**src/rtl/walker_pkg.sv**
```systemverilog
package walker_pkg;

  typedef enum logic [2:0] {
    ST_IDLE,
    ST_READ_PDE,
    ST_WAIT_PDE,
    ST_READ_PTE,
    ST_WAIT_PTE,
    ST_DONE
  } walkState_e;

  typedef enum logic [1:0] {
    FC_NONE        = 2'd0,
    FC_DIR_ABSENT  = 2'd1,
    FC_TBL_ABSENT  = 2'd2,
    FC_PROT        = 2'd3
  } faultCode_e;

  localparam logic [1:0] ACC_READ  = 2'd0;
  localparam logic [1:0] ACC_WRITE = 2'd1;
  localparam logic [1:0] ACC_EXEC  = 2'd2;

  localparam int BIT_PRESENT = 0;
  localparam int BIT_READ    = 1;
  localparam int BIT_WRITE   = 2;
  localparam int BIT_EXEC    = 3;

  typedef struct packed {
    logic loadMiss;
    logic selTable;
    logic capDir;
    logic capTbl;
    logic showResult;
  } ctlStrobes_t;

  typedef struct packed {
    logic rspPresent;
  } dpStatus_t;

endpackage

```
**src/rtl/walker_ctrl.sv**
```systemverilog
module walker_ctrl
  import walker_pkg::*;
(
  input  logic        clk,
  input  logic        rstN,
  input  logic        missValid,
  input  logic        memReqReady,
  input  logic        memRspValid,
  input  dpStatus_t   status,
  output logic        missReady,
  output logic        memReqValid,
  output logic        done,
  output ctlStrobes_t strobes
);

  walkState_e stateQ, stateD;

  always_comb begin
    stateD = stateQ;
    unique case (stateQ)
      ST_IDLE:     if (missValid) stateD = ST_READ_PDE;
      ST_READ_PDE: if (memReqReady) stateD = ST_WAIT_PDE;
      ST_WAIT_PDE: if (memRspValid) stateD = status.rspPresent ? ST_READ_PTE : ST_DONE;
      ST_READ_PTE: if (memReqReady) stateD = ST_WAIT_PTE;
      ST_WAIT_PTE: if (memRspValid) stateD = ST_DONE;
      ST_DONE:     stateD = ST_IDLE;
      default:     stateD = ST_IDLE;
    endcase
  end

  always_ff @(posedge clk) begin
    if (!rstN) stateQ <= ST_IDLE;
    else       stateQ <= stateD;
  end

  assign missReady          = (stateQ == ST_IDLE);
  assign memReqValid        = (stateQ == ST_READ_PDE) || (stateQ == ST_READ_PTE);
  assign done               = (stateQ == ST_DONE);
  assign strobes.loadMiss   = (stateQ == ST_IDLE) && missValid;
  assign strobes.selTable   = (stateQ == ST_READ_PTE);
  assign strobes.capDir     = (stateQ == ST_WAIT_PDE) && memRspValid;
  assign strobes.capTbl     = (stateQ == ST_WAIT_PTE) && memRspValid;
  assign strobes.showResult = (stateQ == ST_DONE);

endmodule

```
**src/rtl/walker_datapath.sv**
```systemverilog
module walker_datapath
  import walker_pkg::*;
#(
  parameter int VPN_W   = 8,
  parameter int DIR_W   = 4,
  parameter int OFF_W   = 6,
  parameter int PADDR_W = 16,
  parameter int WORD_W  = 32
) (
  input  logic                     clk,
  input  logic                     rstN,
  input  ctlStrobes_t              strobes,
  input  logic [VPN_W-1:0]         missVpn,
  input  logic [1:0]               missAcc,
  input  logic [PADDR_W-1:0]       dirBase,
  input  logic [WORD_W-1:0]        memRspData,
  output dpStatus_t                status,
  output logic [PADDR_W-1:0]       memReqAddr,
  output logic                     fillValid,
  output logic [VPN_W-1:0]         fillVpn,
  output logic [PADDR_W-OFF_W-1:0] fillPfn,
  output logic [2:0]               fillPerm,
  output logic                     fault,
  output logic [1:0]               faultCause
);

  localparam int TBL_W = VPN_W - DIR_W;
  localparam int PFN_W = PADDR_W - OFF_W;
  localparam int IDX_SHIFT = 2;

  logic [VPN_W-1:0]   vpnQ;
  logic [1:0]         accQ;
  logic [PADDR_W-1:0] baseQ;
  logic [PFN_W-1:0]   tblPfnQ;
  logic [PFN_W-1:0]   outPfnQ;
  logic [2:0]         outPermQ;
  faultCode_e         causeQ;

  logic [DIR_W-1:0]   dirIdx;
  logic [TBL_W-1:0]   tblIdx;
  logic [PADDR_W-1:0] dirAddr;
  logic [PADDR_W-1:0] tblAddr;
  logic [PFN_W-1:0]   rspPfn;
  logic               rspPresent;
  logic               permOk;

  assign dirIdx = vpnQ[VPN_W-1 -: DIR_W];
  assign tblIdx = vpnQ[TBL_W-1:0];

  assign dirAddr = baseQ + PADDR_W'({dirIdx, {IDX_SHIFT{1'b0}}});
  assign tblAddr = {tblPfnQ, {OFF_W{1'b0}}} + PADDR_W'({tblIdx, {IDX_SHIFT{1'b0}}});
  assign memReqAddr = strobes.selTable ? tblAddr : dirAddr;

  assign rspPfn     = memRspData[WORD_W-1 -: PFN_W];
  assign rspPresent = memRspData[BIT_PRESENT];
  assign status.rspPresent = rspPresent;

  always_comb begin
    unique case (accQ)
      ACC_READ:  permOk = memRspData[BIT_READ];
      ACC_WRITE: permOk = memRspData[BIT_WRITE];
      ACC_EXEC:  permOk = memRspData[BIT_EXEC];
      default:   permOk = 1'b0;
    endcase
  end

  always_ff @(posedge clk) begin
    if (!rstN) begin
      vpnQ     <= '0;
      accQ     <= '0;
      baseQ    <= '0;
      tblPfnQ  <= '0;
      outPfnQ  <= '0;
      outPermQ <= '0;
      causeQ   <= FC_NONE;
    end else begin
      if (strobes.loadMiss) begin
        vpnQ   <= missVpn;
        accQ   <= missAcc;
        baseQ  <= dirBase;
        causeQ <= FC_NONE;
      end
      if (strobes.capDir) begin
        tblPfnQ <= rspPfn;
        if (!rspPresent) causeQ <= FC_DIR_ABSENT;
      end
      if (strobes.capTbl) begin
        outPfnQ  <= rspPfn;
        outPermQ <= memRspData[BIT_EXEC:BIT_READ];
        if (!rspPresent)  causeQ <= FC_TBL_ABSENT;
        else if (!permOk) causeQ <= FC_PROT;
        else              causeQ <= FC_NONE;
      end
    end
  end

  assign fillValid  = strobes.showResult && (causeQ == FC_NONE);
  assign fault      = strobes.showResult && (causeQ != FC_NONE);
  assign faultCause = fault ? causeQ : FC_NONE;
  assign fillVpn    = vpnQ;
  assign fillPfn    = outPfnQ;
  assign fillPerm   = outPermQ;

endmodule

```
**src/rtl/page_walker.sv**
```systemverilog
module page_walker
  import walker_pkg::*;
#(
  parameter int VPN_W   = 8,
  parameter int DIR_W   = 4,
  parameter int OFF_W   = 6,
  parameter int PADDR_W = 16
) (
  input  logic                     clk,
  input  logic                     rstN,
  input  logic                     missValid,
  output logic                     missReady,
  input  logic [VPN_W-1:0]         missVpn,
  input  logic [1:0]               missAcc,
  input  logic [PADDR_W-1:0]       dirBase,
  output logic                     memReqValid,
  input  logic                     memReqReady,
  output logic [PADDR_W-1:0]       memReqAddr,
  input  logic                     memRspValid,
  input  logic [31:0]              memRspData,
  output logic                     done,
  output logic                     fillValid,
  output logic [VPN_W-1:0]         fillVpn,
  output logic [PADDR_W-OFF_W-1:0] fillPfn,
  output logic [2:0]               fillPerm,
  output logic                     fault,
  output logic [1:0]               faultCause
);

  ctlStrobes_t strobes;
  dpStatus_t   status;

  walker_ctrl ctrl (
    .clk         (clk),
    .rstN        (rstN),
    .missValid   (missValid),
    .memReqReady (memReqReady),
    .memRspValid (memRspValid),
    .status      (status),
    .missReady   (missReady),
    .memReqValid (memReqValid),
    .done        (done),
    .strobes     (strobes)
  );

  walker_datapath #(
    .VPN_W   (VPN_W),
    .DIR_W   (DIR_W),
    .OFF_W   (OFF_W),
    .PADDR_W (PADDR_W),
    .WORD_W  (32)
  ) dpath (
    .clk        (clk),
    .rstN       (rstN),
    .strobes    (strobes),
    .missVpn    (missVpn),
    .missAcc    (missAcc),
    .dirBase    (dirBase),
    .memRspData (memRspData),
    .status     (status),
    .memReqAddr (memReqAddr),
    .fillValid  (fillValid),
    .fillVpn    (fillVpn),
    .fillPfn    (fillPfn),
    .fillPerm   (fillPerm),
    .fault      (fault),
    .faultCause (faultCause)
  );

endmodule

```
**config.mk**
```make
export PLATFORM = sky130hd
export DESIGN_NAME = page_walker
export DESIGN_NICKNAME = d
export VERILOG_FILES = /design/src/rtl/walker_pkg.sv /design/src/rtl/walker_ctrl.sv /design/src/rtl/walker_datapath.sv /design/src/rtl/page_walker.sv
export SDC_FILE = /design/constraint.sdc
export NUM_CORES = 1
export LEC_CHECK = 0
export BUFFER_PORTS_ARGS = -buffer_cell sky130_fd_sc_hd__buf_2
export CAP_MARGIN = 20
export CELL_PAD_IN_SITES_DETAIL_PLACEMENT = 0
export CELL_PAD_IN_SITES_GLOBAL_PLACEMENT = 2
export CORE_ASPECT_RATIO = 1.2
export CORE_MARGIN = 2
export CORE_UTILIZATION = 30
export CTS_BUF_LIST = sky130_fd_sc_hd__clkbuf_2 sky130_fd_sc_hd__clkbuf_4 sky130_fd_sc_hd__clkbuf_8
export DETAILED_ROUTE_END_ITERATION = 8
export HOLD_SLACK_MARGIN = 0.02
export PLACE_DENSITY = 0.87
export SYNTH_ARGS = -nofsm -noshare
export SYNTH_HDL_FRONTEND = slang
export SYNTH_SLANG_ARGS = --single-unit
```
**constraint.sdc**
```tcl
create_clock -name clk -period 2.65 [get_ports clk]
set_input_delay 0.1325 -clock clk [delete_from_list [all_inputs] [get_ports clk]]
set_output_delay 0.1325 -clock clk [all_outputs]
set_load 0.1 [all_outputs]
```
# Yosys cells after proc, flatten, opt, wreduce, memory -nomap -nowiden
# Index checks and enable logic that the tools add are counted.
[totals] register_bits=54 in_bits=63 output_inout_bits=44 word_cells=49
[classes] add_sub_neg=2 eq_ne=12 n_mux=16 reduce_logical=11
[op_table] operator="$add A16 B6 Y16" n=2
[op_table] operator="$mux W3" n=6
[op_table] operator="$mux W16" n=1
[op_table] operator="$pmux W3 S5" n=1
[op_table] operator="$mux W2" n=7
[op_table] operator="$ne A2 B2 Y1 const B" n=5
[op_table] operator="$eq A3 B2 Y1 const B" n=2
[op_table] operator="$eq A3 B3 Y1 const B" n=2
[op_table] operator="$logic_and A1 B1 Y1" n=5
[op_table] operator="$reduce_and A5 Y1" n=1
[op_table] operator="$logic_not A2 Y1" n=2
[op_table] operator="$eq A3 B1 Y1 const B" n=1
[op_table] operator="$logic_not A3 Y1" n=1
[op_table] operator="$pmux W1 S3" n=1
[op_table] operator="$eq A2 B1 Y1 const B" n=1
[op_table] operator="$eq A2 B2 Y1 const B" n=1
[op_table] operator="$reduce_bool A2 Y1" n=1
[op_table] operator="$logic_or A1 B1 Y1" n=1

# Depth between registers and ports, before layout
# Gate-level depths: netlist of the first run.
[depth] word_depth=6 depth_mapped=6 depth_no_buf=6

# Hierarchy
# A second synthesis of the first run with hierarchy kept.
[hier_totals] cells_unflattened=289 hier_area_um2=2852.7
[by_module_without_submodules] mod="walker_datapath" instances=1 cells_per_inst=259 area_each_um2=2580.0
[by_module_without_submodules] mod="walker_ctrl" instances=1 cells_per_inst=30 area_each_um2=272.8

# Least setup slack after synthesis of the first run
# OpenSTA, ideal clock, no wires.
[synth_timing] path_type="register to output" start="register dpath.vpnQ[4] (netlist: dpath.fillVpn[4])" end="output port memReqAddr[10]" arrival_ps=3976 required_ps=2518 path_slack_ps=-1458 path_stages_with_launch=7 n_path_buf=0 path_cell_list="dfxtp_1 ha_1 fa_1 nand3_1 a21oi_1 xnor2_1 o21ai_0"
[synth_between] elab_chain_cells=2
[synth_rtl] item="start: declaration" line="walker_datapath.sv:31" text="logic [VPN_W-1:0] vpnQ;"
[synth_rtl] item="start signal: assignment" line="walker_datapath.sv:78" text="vpnQ <= missVpn;"
[synth_rtl] item="$add A16 B6 Y16" line="walker_datapath.sv:50" text="assign dirAddr = baseQ + PADDR_W'({dirIdx, {IDX_SHIFT{1'b0}}});"
[synth_rtl] item="$mux W16" line="walker_datapath.sv:52" text="assign memReqAddr = strobes.selTable ? tblAddr : dirAddr;"
[synth_rtl] item="end: declaration" line="page_walker.sv:18" text="output logic [PADDR_W-1:0] memReqAddr,"
# No other way between the ends.

# Final worst setup path of the first run
[layout_timing] start="register dpath.vpnQ[7] (netlist: dpath.fillVpn[7])" end="output port memReqAddr[15]"
# Same word-level chain as after synthesis.

==> results of run 1 <==
[through the flow]
step	cells	power [W]	cell area, µm²
finish	548	0.001930	3465
global route	548	0.002035	3465
CTS	548	0.001963	3447
detailed placement	541	0.001500	3368
global placement	541	0.001495	3368
floorplan	353	0.001372	2843
[synthesized netlist by cell type (all sizes together) (2+ instances only)]
cell,count,area share [%]
a211o,2,0.63
a211oi,2,0.54
a21boi,49,13
a21o,2,0.54
a21oi,9,1.8
and2,8,1.8
and3,2,0.45
and3b,2,0.63
buf,12,2.5
clkbuf,14,1.9
dfxtp,54,39
ha,4,1.8
inv,2,0.27
mux2i,7,2.5
nand2,118,16
nand3,10,1.8
nand4,2,1.2
nor2,11,1.8
nor2b,2,0.45
nor3b,2,0.54
nor4,2,0.45
o21ai,12,2.2
o22ai,2,0.45
xnor2,5,1.6
[layout make-up]
class | instances | area share [%]
Clock buffer | 5 | 1.986
Clock inverter | 2 | 0.2889
Inverter | 2 | 0.2167
Multi-Input combinational cell | 271 | 47.17
Sequential cell | 54 | 31.35
Tap cell | 120 | 4.334
Timing Repair Buffer | 94 | 14.66
[layout by cell type, fill, tap and decap left out, types with 3 or more instances in the layout]
master / count
buf_4: 6
dfxtp_1: 50
o21ai_2: 3
ha_1: 4
mux2i_1: 7
clkbuf_4: 3
buf_2: 84
and2_1: 6
nand2_1: 117
nor2_1: 10
nand3_1: 10
xnor2_1: 5
clkbuf_8: 5
a21boi_1: 5
a21oi_1: 6
o21ai_0: 8
dfxtp_2: 4
a21boi_0: 44
[power breakdown]
part	switching (W)	leakage [nW]	internal [W]	total, W
clock	0.000273	0.0438	0.000178	0.000452
combinational	0.000449	1.02	0.000142	0.000591
sequential	0.0000400	0.441	0.000848	0.000888
[state kept, by name (all words and copies together), names as in the netlist]
name,flops
dpath.fillPfn,10
dpath.fillVpn,8
dpath.tblPfnQ,10
ctrl.stateQ,3
dpath.fillPerm,3
dpath.causeQ,2
dpath.accQ,2
dpath.baseQ,16
[timing repair]
item / 4_1_cts / 5_1_grt
endpoints found under the hold margin: 0 / 0
setup endpoints to repair: 0 / 4
resized for setup: 0 / 6
[worst max-delay path by stage]
stage	slack (ns)	start	end	cells after the start
4_1_cts	0.009	dpath.fillVpn[5]	memReqAddr[7]	6
5_1_grt	0.02	dpath.fillVpn[4]	memReqAddr[14]	7
2_1_floorplan	0.01	dpath.fillVpn[5]	memReqAddr[11]	5
6_report	0.16	dpath.fillVpn[7]	memReqAddr[15]	6
3_5_place_dp	0.37	dpath.fillVpn[5]	memReqAddr[7]	6
3_3_place_gp	0.38	dpath.fillVpn[5]	memReqAddr[7]	6
[critical path, delay by kind of cell, from the launching register on]
| kind | cells | cell delay [ns] |
|---|---|---|
| compound gates | 3 | 0.49 |
| flops | 1 | 0.34 |
| simple gates | 1 | 0.53 |
| buf+inv | 1 | 0.35 |
| fa+ha+maj | 1 | 0.34 |
[cells by family after synthesis]
kind of cell,count (synthesis)
flip-flops,54
XOR/XNOR,6
multiplexers,8
buffers and inverters,28
AO/OA/AOI/OAI,84
AND/OR/NAND/NOR,168
adder cells (fa/ha/maj),5
[routing by layer]
layer / part of all wire [%] / global-route usage (%)
met1: 48 / 20.27
met2: 46 / 24.74
met3: 4.1 / 2.879
met4: 1.7 / 5.117
met5: 0 / 0
==> flow_summary.yaml, run 1 <==
route:
  num_vias: 2558
  postRouteAntennaNets: 0
  vias_per_cell: 4.668
  route.detailed.drc: 0
  wl_um: 7412
  wl_per_cell_um: 13.53
  drt_iter0_markers: 104
  drtPass1Iterations: 4
timing:
  relSlewSlack_pct: 44.71
  fin_crit_sh_pct: 93.93
  period_needed_ns: 2.489
  skew_ns: 0.008820
  finalSetupViolations: 0
  finalWorstSetupSlack_ns: 0.1609
  fmax_mhz: 401.8
  holdWs_ns: 0.04607
  drv_slew: 0
  worstMarginPinSlew_ns: 0.8294
  rsz0062_at_grt: "no"
  tns_ns: 0
  hold_violations: 0
synthesis:
  seq_area_frac_synth_pct: 38.95
  synth.cell_area_um2: 2775
  yosysUniqueCellTypes: 48
  synth_seq_cells: 54
  ys.flop_type: "dfxtp_1"
  synth.area.mux_share_pct: 2.931
  synth_warnings: 0
  synth_compound_area_share_pct: 21.10
  syn_area_per_cell_um2: 7.862
  synthAdderAreaFrac_pct: 2.525
  yosys.area_share.simple_pct: 27.91
  synth_top_family_by_area: "simple AND/OR/NAND/NOR gates"
  syn_inst: 353
  synth_edf_count: 0
  syn_nets: 421
  synthXorXnorAreaFrac_pct: 1.894
  async_reset_ff_share_pct: 0
grt:
  grt_pass1_vias: 2439
  grt_start_max_net_pins: 56
  grt_pass1_wl_um: 12160
  grt_antenna_before_repair: 0
  grt.overflow.total: 0
  grtUsageTotal_pct: 15.17
pwr:
  irDropWorstVdd_mv: 0.2106
  cellPowerDensity_nw_per_um2: 557.2
  leakage_nw: 1.501
cells_and_area:
  drive_gt1_share_pct: 28.74
  diodes: 0
  multi_input_area_um2: 1634
  utilization_pct: 38.35
  fill_cells: 992
  regArea_um2: 1086
  final_nets: 496
  area_growth_syn_to_layout_pct: 24.84
clock_tree:
  clock_path_buffers: 2
  htreeDepth: 2
  clock-sinks: 54
  cts_buffers: 5
  cts_setup_buffers: 0
  clk_latency_ns: 0.32
  hold_buffers: 0
  cts_tree: "yes"
  root_buffer: "clkbuf_8"
  clk_pin_slew_ns: 0.09
floorplan:
  coreArea_um2: 9034
  die_area_um2: 10040
  row_count: 38
  initial_core_util_pct: 30.72
  die_x_um: 91.80
  die_h_um: 109.4
  ios: 107
setup_path:
  reg2reg_slack_ns: 0.86
  arrival_ns: 2.36
  cp_max_fo: 7
  r2r_cells: 5
  worstReg2RegStart: "ctrl.stateQ[2]"
  r2r_end: "dpath.baseQ[3]"
  required_ns: 2.52
  path_cells: "ha_1 -> o21a_1 -> a21oi_4 -> or4b_1 -> a31oi_4 -> clkbuf_4"
  cp_slowest_stage_delay_ns: 0.53
  worstSetupPathType: "flip-flop to output port"
  cp-start-kind: "flip-flop"
  slowest_stage: "or4b_1"
  end_kind: "output port"
placed_design:
  dpl.hpwl_um: 5441
  dp_slack_ns: 0.3710
  gp_congestion: 0.7894
  io_buffers: 88
hold_path:
  holdPathStages: 3
  min_from: "dirBase[0]"
  hold_path_end: "dpath.baseQ[0]"
  hp-class: "primary input to flip-flop"
outcome:
  status: "finished clean"
job:
  max-cap-violations: 0
No activity file was read; power rests on OpenSTA's default activity.
==> run 2: changes to the inputs <==
SETUP_SLACK_MARGIN = 0.5   (was unset)
==> flow_summary.yaml, run 2 (synthesis gave the netlist of run 1 again) <==
clock_tree:
  clock-sinks: 54
  clk_latency_ns: 0.30
  htreeDepth: 2
  root_buffer: "clkbuf_8"
  clk_pin_slew_ns: 0.09
  cts_tree: "yes"
  clock_path_buffers: 2
  hold_buffers: 0
  cts_buffers: 5
route:
  vias_per_cell: 4.737
  m1WireLength_um: 3356
  drt_iter0_markers: 66
  postRouteAntennaNets: 0
  top_layer_used: "met4"
  num_vias: 2629
  wl_um: 7742
  wl_met2_um: 3963
  route.detailed.drc: 0
  wl_per_cell_um: 13.95
  drtPass1Iterations: 4
  met3_length_um: 290
cells_and_area:
  largest_reg_flops: 16
  fill_cells: 970
  area_growth_syn_to_layout_pct: 40.04
  mostFrequentLayoutCell: "nand2_1"
  layout_common_cells: "nand2_1, buf_2, dfxtp_1, a21boi_0, buf_4"
  drive_gt1_share_pct: 35.40
  diodes: 0
  final_nets: 502
  regMostFlops: "dpath.baseQ"
floorplan:
  initial_core_util_pct: 30.72
  die_area_um2: 10040
  coreArea_um2: 9034
  ios: 107
  die_h_um: 109.4
  die_x_um: 91.80
  row_count: 38
timing:
  hold_violations: 0
  skew_ns: 0.003167
  tns_ns: 0
  period_needed_ns: 2.262
  relSlewSlack_pct: 44.49
  rsz0062_at_grt: "yes"
  worstMarginPinSlew_ns: 0.8327
  fmax_mhz: 442.2
  holdWs_ns: 0.05529
  fin_crit_sh_pct: 85.34
  drv_slew: 0
  finalSetupViolations: 0
pwr:
  cellPowerDensity_nw_per_um2: 550.6
  irDropWorstVdd_mv: 0.2239
  power.total_w: 0.002140
  leakage_nw: 1.594
grt:
  grt_antenna_before_repair: 0
  grt_pass1_wl_um: 12240
  grt_start_max_net_pins: 56
  grtUsageTotal_pct: 15.40
  grt.overflow.total: 0
  grt_pass1_vias: 2534
placed_design:
  gp_congestion: 0.7599
  dpl.hpwl_um: 5621
  io_buffers: 88
job:
  max-cap-violations: 0
setup_path:
  arrival_ns: 2.13
  cp_max_fo: 6
  path_cells: "ha_4 -> o21a_1 -> a21oi_4 -> or4b_4 -> a31oi_4 -> buf_12"
  worstSetupPathType: "flip-flop to output port"
  cp-start-kind: "flip-flop"
  cp_slowest_stage_delay_ns: 0.51
  required_ns: 2.52
  end_kind: "output port"
  slowest_stage: "or4b_4"
outcome:
  status: "finished clean"
hold_path:
  hp-class: "primary input to flip-flop"
run 2: changes by cell type in the layout (fill, tap and decap cells not counted), sizes merged:
cell    before  now
buf         91   99
clkinv       2    0
bufinv       0    1
run 2: worst paths after layout:
| path | start | endpoint | slack (ns) | cells past startpoint |
|---|---|---|---|---|
| max | dpath.fillVpn[7] | memReqAddr[15] | 0.39 | 6 |
| min | dirBase[7] | dpath.baseQ[7] | 0.06 | 3 |
| max reg2reg | ctrl.stateQ[1] | dpath.causeQ[1] | 1.05 | 5 |
| min reg2reg | dpath.baseQ[1] | dpath.baseQ[1] | 0.46 | 2 |
run 2: critical path, delay by kind of cell, from the launching register on:
| family | cells | cell delay, ns |
|---|---|---|
| and+or+nand+nor | 1 | 0.51 |
| buffers and inverters | 1 | 0.20 |
| adders and majority gates | 1 | 0.28 |
| AOI/OAI and AO/OA | 3 | 0.46 |
| DFF | 1 | 0.36 |
run 2: timing repair:
item	in CTS	in global routing
pin swaps	4	2
endpoints found under the setup margin	13	12
setup buffers	1	1
gates resized for setup	32	7
run 2: power by group:
part | switching [W] | internal [W] | leakage, nW
combinational | 0.000471 | 0.000206 | 1.09
sequential | 0.0000426 | 0.000847 | 0.444
clock | 0.000270 | 0.000304 | 0.0593
run 2: layer usage:
metal	GRT usage [%]	up-vias
met5	0	-
met2	28.41	55
met1	18.09	1216
li1	-	1348
met4	4.691	0
met3	3.016	10
run 2: layout make-up:
| type | instances | area, µm² | share of cell area, % |
|---|---|---|---|
| clock inverter | 1 | 30.03 | 0.7727 |
| timing repair buffer | 100 | 678.2 | 17.45 |
| clock buffer | 7 | 83.83 | 2.157 |
| sequential | 54 | 1105 | 28.43 |
| inverter | 2 | 7.507 | 0.1932 |
| multi-input combinational | 271 | 1832 | 47.13 |
| tap | 120 | 150.1 | 3.863 |
run 2: per-stage QoR:
stage / utilization, % / std cells / area [µm²] / setup slack (ns)
after floorplan: - / 353 / 3012 / 0.3997
after global placement: 40.01 / 545 / 3615 / 0.5241
after detailed placement: 40.01 / 545 / 3615 / 0.4895
after CTS: 42.58 / 554 / 3846 / 0.3754
after global routing: 43.02 / 555 / 3886 / 0.3239
final: 43.02 / 555 / 3886 / 0.3884
==> run 3: changes to the inputs <==
CORE_UTILIZATION = 32   (was 30)
PLACE_DENSITY = 0.86   (was 0.87)
SYNTH_HIERARCHICAL = 1   (was unset)
==> flow_summary.yaml, run 3 <==
timing:
  hold_violations: 0
  fmax_mhz: 428.6
  tns_ns: 0
  period_needed_ns: 2.333
  drv_slew: 0
  rsz0062_at_grt: "yes"
  skew_ns: 0.002697
  worstMarginPinSlew_ns: 0.4958
  finalWorstSetupSlack_ns: 0.3170
  fin_crit_sh_pct: 88.04
  relSlewSlack_pct: 67.17
  finalSetupViolations: 0
route:
  route.detailed.drc: 0
  drt_iter0_markers: 49
  wl_um: 6926
  vias_per_cell: 4.584
  wl_per_cell_um: 13.71
  postRouteAntennaNets: 0
  drtPass1Iterations: 4
  num_vias: 2315
synthesis:
  syn_nets: 357
  syn_inst: 289
  netlist.area_leader.share_pct: 37.89
  seq_area_frac_synth_pct: 37.89
  synth_warnings: 6
  yosysMostFrequentCell: "nor2b_1"
  yosysUniqueCellTypes: 52
  ys.flop_type: "dfxtp_1"
  synth.cell_area_um2: 2853
  yosysTopAreaCell: "dfxtp_1"
  synth.top_cells.by_count: "nor2b_1, dfxtp_1, mux2i_1, nand2_1, buf_2"
  synth_edf_count: 0
  syn_area_per_cell_um2: 9.871
  async_reset_ff_share_pct: 0
  synth.area.top_cells: "dfxtp_1, mux2i_1, nor2b_1"
  synth_seq_cells: 54
setup_path:
  startpoint: "dpath/fillVpn[4]"
  reg2reg_slack_ns: 0.82
  r2r_cells: 5
  arrival_ns: 2.20
  worstReg2RegStart: "ctrl/stateQ[1]"
  slowest_stage: "fa_2"
  cp_slowest_stage_delay_ns: 0.37
  cp_max_fo: 4
  required_ns: 2.52
  cp-start-kind: "flip-flop"
  end_kind: "output port"
  path_cells: "ha_4 -> fa_2 -> a211oi_4 -> buf_6 -> nor4b_4 -> xnor2_2 -> o21ai_4 -> buf_12"
  worstSetupPathType: "flip-flop to output port"
cells_and_area:
  final_nets: 455
  diodes: 0
  drive_gt1_share_pct: 47.16
  mostFrequentLayoutCell: "buf_2"
  area_growth_syn_to_layout_pct: 43.25
  final_area_um2: 4086
  regMostFlops: "dpath/baseQ"
  fill_cells: 862
  largest_reg_flops: 16
  layout_common_cells: "buf_2, nor2b_1, mux2i_1, dfxtp_1, buf_4"
grt:
  grtUsageMet1_pct: 17.33
  grt_start_max_net_pins: 44
  grt.busiest_layer: "met2"
  grt.overflow.total: 0
  grt_pass1_vias: 2137
  grt_pass1_wl_um: 10900
  grt_antenna_before_repair: 0
  met3_usage_pct: 2.661
  grtUsageTotal_pct: 14.25
  globalRouteMet2Util_pct: 24.92
clock_tree:
  clk_latency_ns: 0.32
  hold_buffers: 0
  cts_tree: "yes"
  root_buffer: "clkbuf_8"
  clock-sinks: 54
  htreeDepth: 2
  clock_path_buffers: 2
  clk_pin_slew_ns: 0.10
  cts_buffers: 5
hold_path:
  min_from: "dirBase[13]"
  holdPathStages: 3
  hp-class: "primary input to flip-flop"
placed_design:
  io_buffers: 88
  dp_slack_ns: 0.3606
  placed_cell_area_um2: 3476
  dpl.hpwl_um: 4754
  gp_congestion: 0.7377
floorplan:
  die_h_um: 107.4
  die_area_um2: 9689
  initial_core_util_pct: 33.13
  row_count: 37
  ios: 107
  coreArea_um2: 8611
  die_x_um: 90.19
pwr:
  leakage_nw: 1.661
  irDropWorstVdd_mv: 0.2756
  cellPowerDensity_nw_per_um2: 551.9
job:
  max-cap-violations: 0
outcome:
  status: "finished clean"
==> run 3: cell count changes in the layout (fill, tap and decap cells not counted), sizes merged, moves of 5 or more <==
cell | before | now
nand2 | 118 | 15
nor2b | 2 | 57
a21boi | 49 | 1
mux2i | 7 | 54
buf | 99 | 113
a21oi | 9 | 3
nand3 | 10 | 4
nand2b | 0 | 5
nor2 | 11 | 6
==> run 3: final timing paths <==
check	to
min reg2reg	dpath/fillPfn[7]
max	memReqAddr[10]
min	dpath/baseQ[13]
max reg2reg	dpath/causeQ[1]
==> run 3: worst max-delay path, delay by kind of cell (launching register included) <==
family / cells / cell delay (ns)
AOI/OAI and AO/OA: 2 / 0.40
buffers and inverters: 2 / 0.36
adders and majority gates: 2 / 0.53
DFF: 1 / 0.36
xor gates and xnor gates: 1 / 0.17
and+or+nand+nor: 1 / 0.06
==> run 3: where the power goes <==
group / switching, W / leakage, nW / internal [W]
combinational: 0.000547 / 1.17 / 0.000306
sequential: 0.0000568 / 0.445 / 0.000857
clock: 0.000298 / 0.0447 / 0.000191
==> run 3: logic make-up after synthesis <==
kind of cell | Yosys count | synth area share [%]
adder cells (fa/ha/maj) | 5 | 2.456
flip-flops | 54 | 37.89
AND/OR/NAND/NOR | 113 | 24.74
XOR/XNOR | 6 | 1.842
multiplexers | 56 | 19.74
buffers and inverters | 24 | 4.693
AO/OA/AOI/OAI | 31 | 8.641
==> run 3: routing by layer <==
metal | part of all wire (%) | vias to the layer above
met4 | 1.6 | 0
li1 | - | 1192
met1 | 43 | 1073
met2 | 51 | 44
met5 | 0 | -
met3 | 3.8 | 6
==> run 3: area by class of cell <==
class | count | area [µm²] | area share, %
clock buffer | 5 | 68.82 | 1.684
clock inverter | 3 | 25.02 | 0.6124
inverter | 1 | 3.754 | 0.09186
multi-input combinational | 212 | 1918 | 46.94
sequential | 54 | 1102 | 26.97
tap | 117 | 146.4 | 3.582
timing repair buffer | 113 | 822.0 | 20.12
==> run 3: stage by stage <==
step | total power (W) | instances | util, % | hold slack (ns)
after floorplan | 0.001537 | 289 | - | 0.2604
after global placement | 0.001637 | 474 | 40.37 | 0.3878
after detailed placement | 0.001642 | 474 | 40.37 | 0.3960
after CTS | 0.002223 | 494 | 44.78 | 0.04944
after global routing | 0.002362 | 505 | 47.46 | 0.06453
final | 0.002255 | 505 | 47.46 | 0.06307
==> run 3: repair_timing <==
action,CTS,global route
setup endpoints to repair,16,15
cloned,1,0
buffers inserted,11,11
pin swaps,12,18
resized for setup,48,34
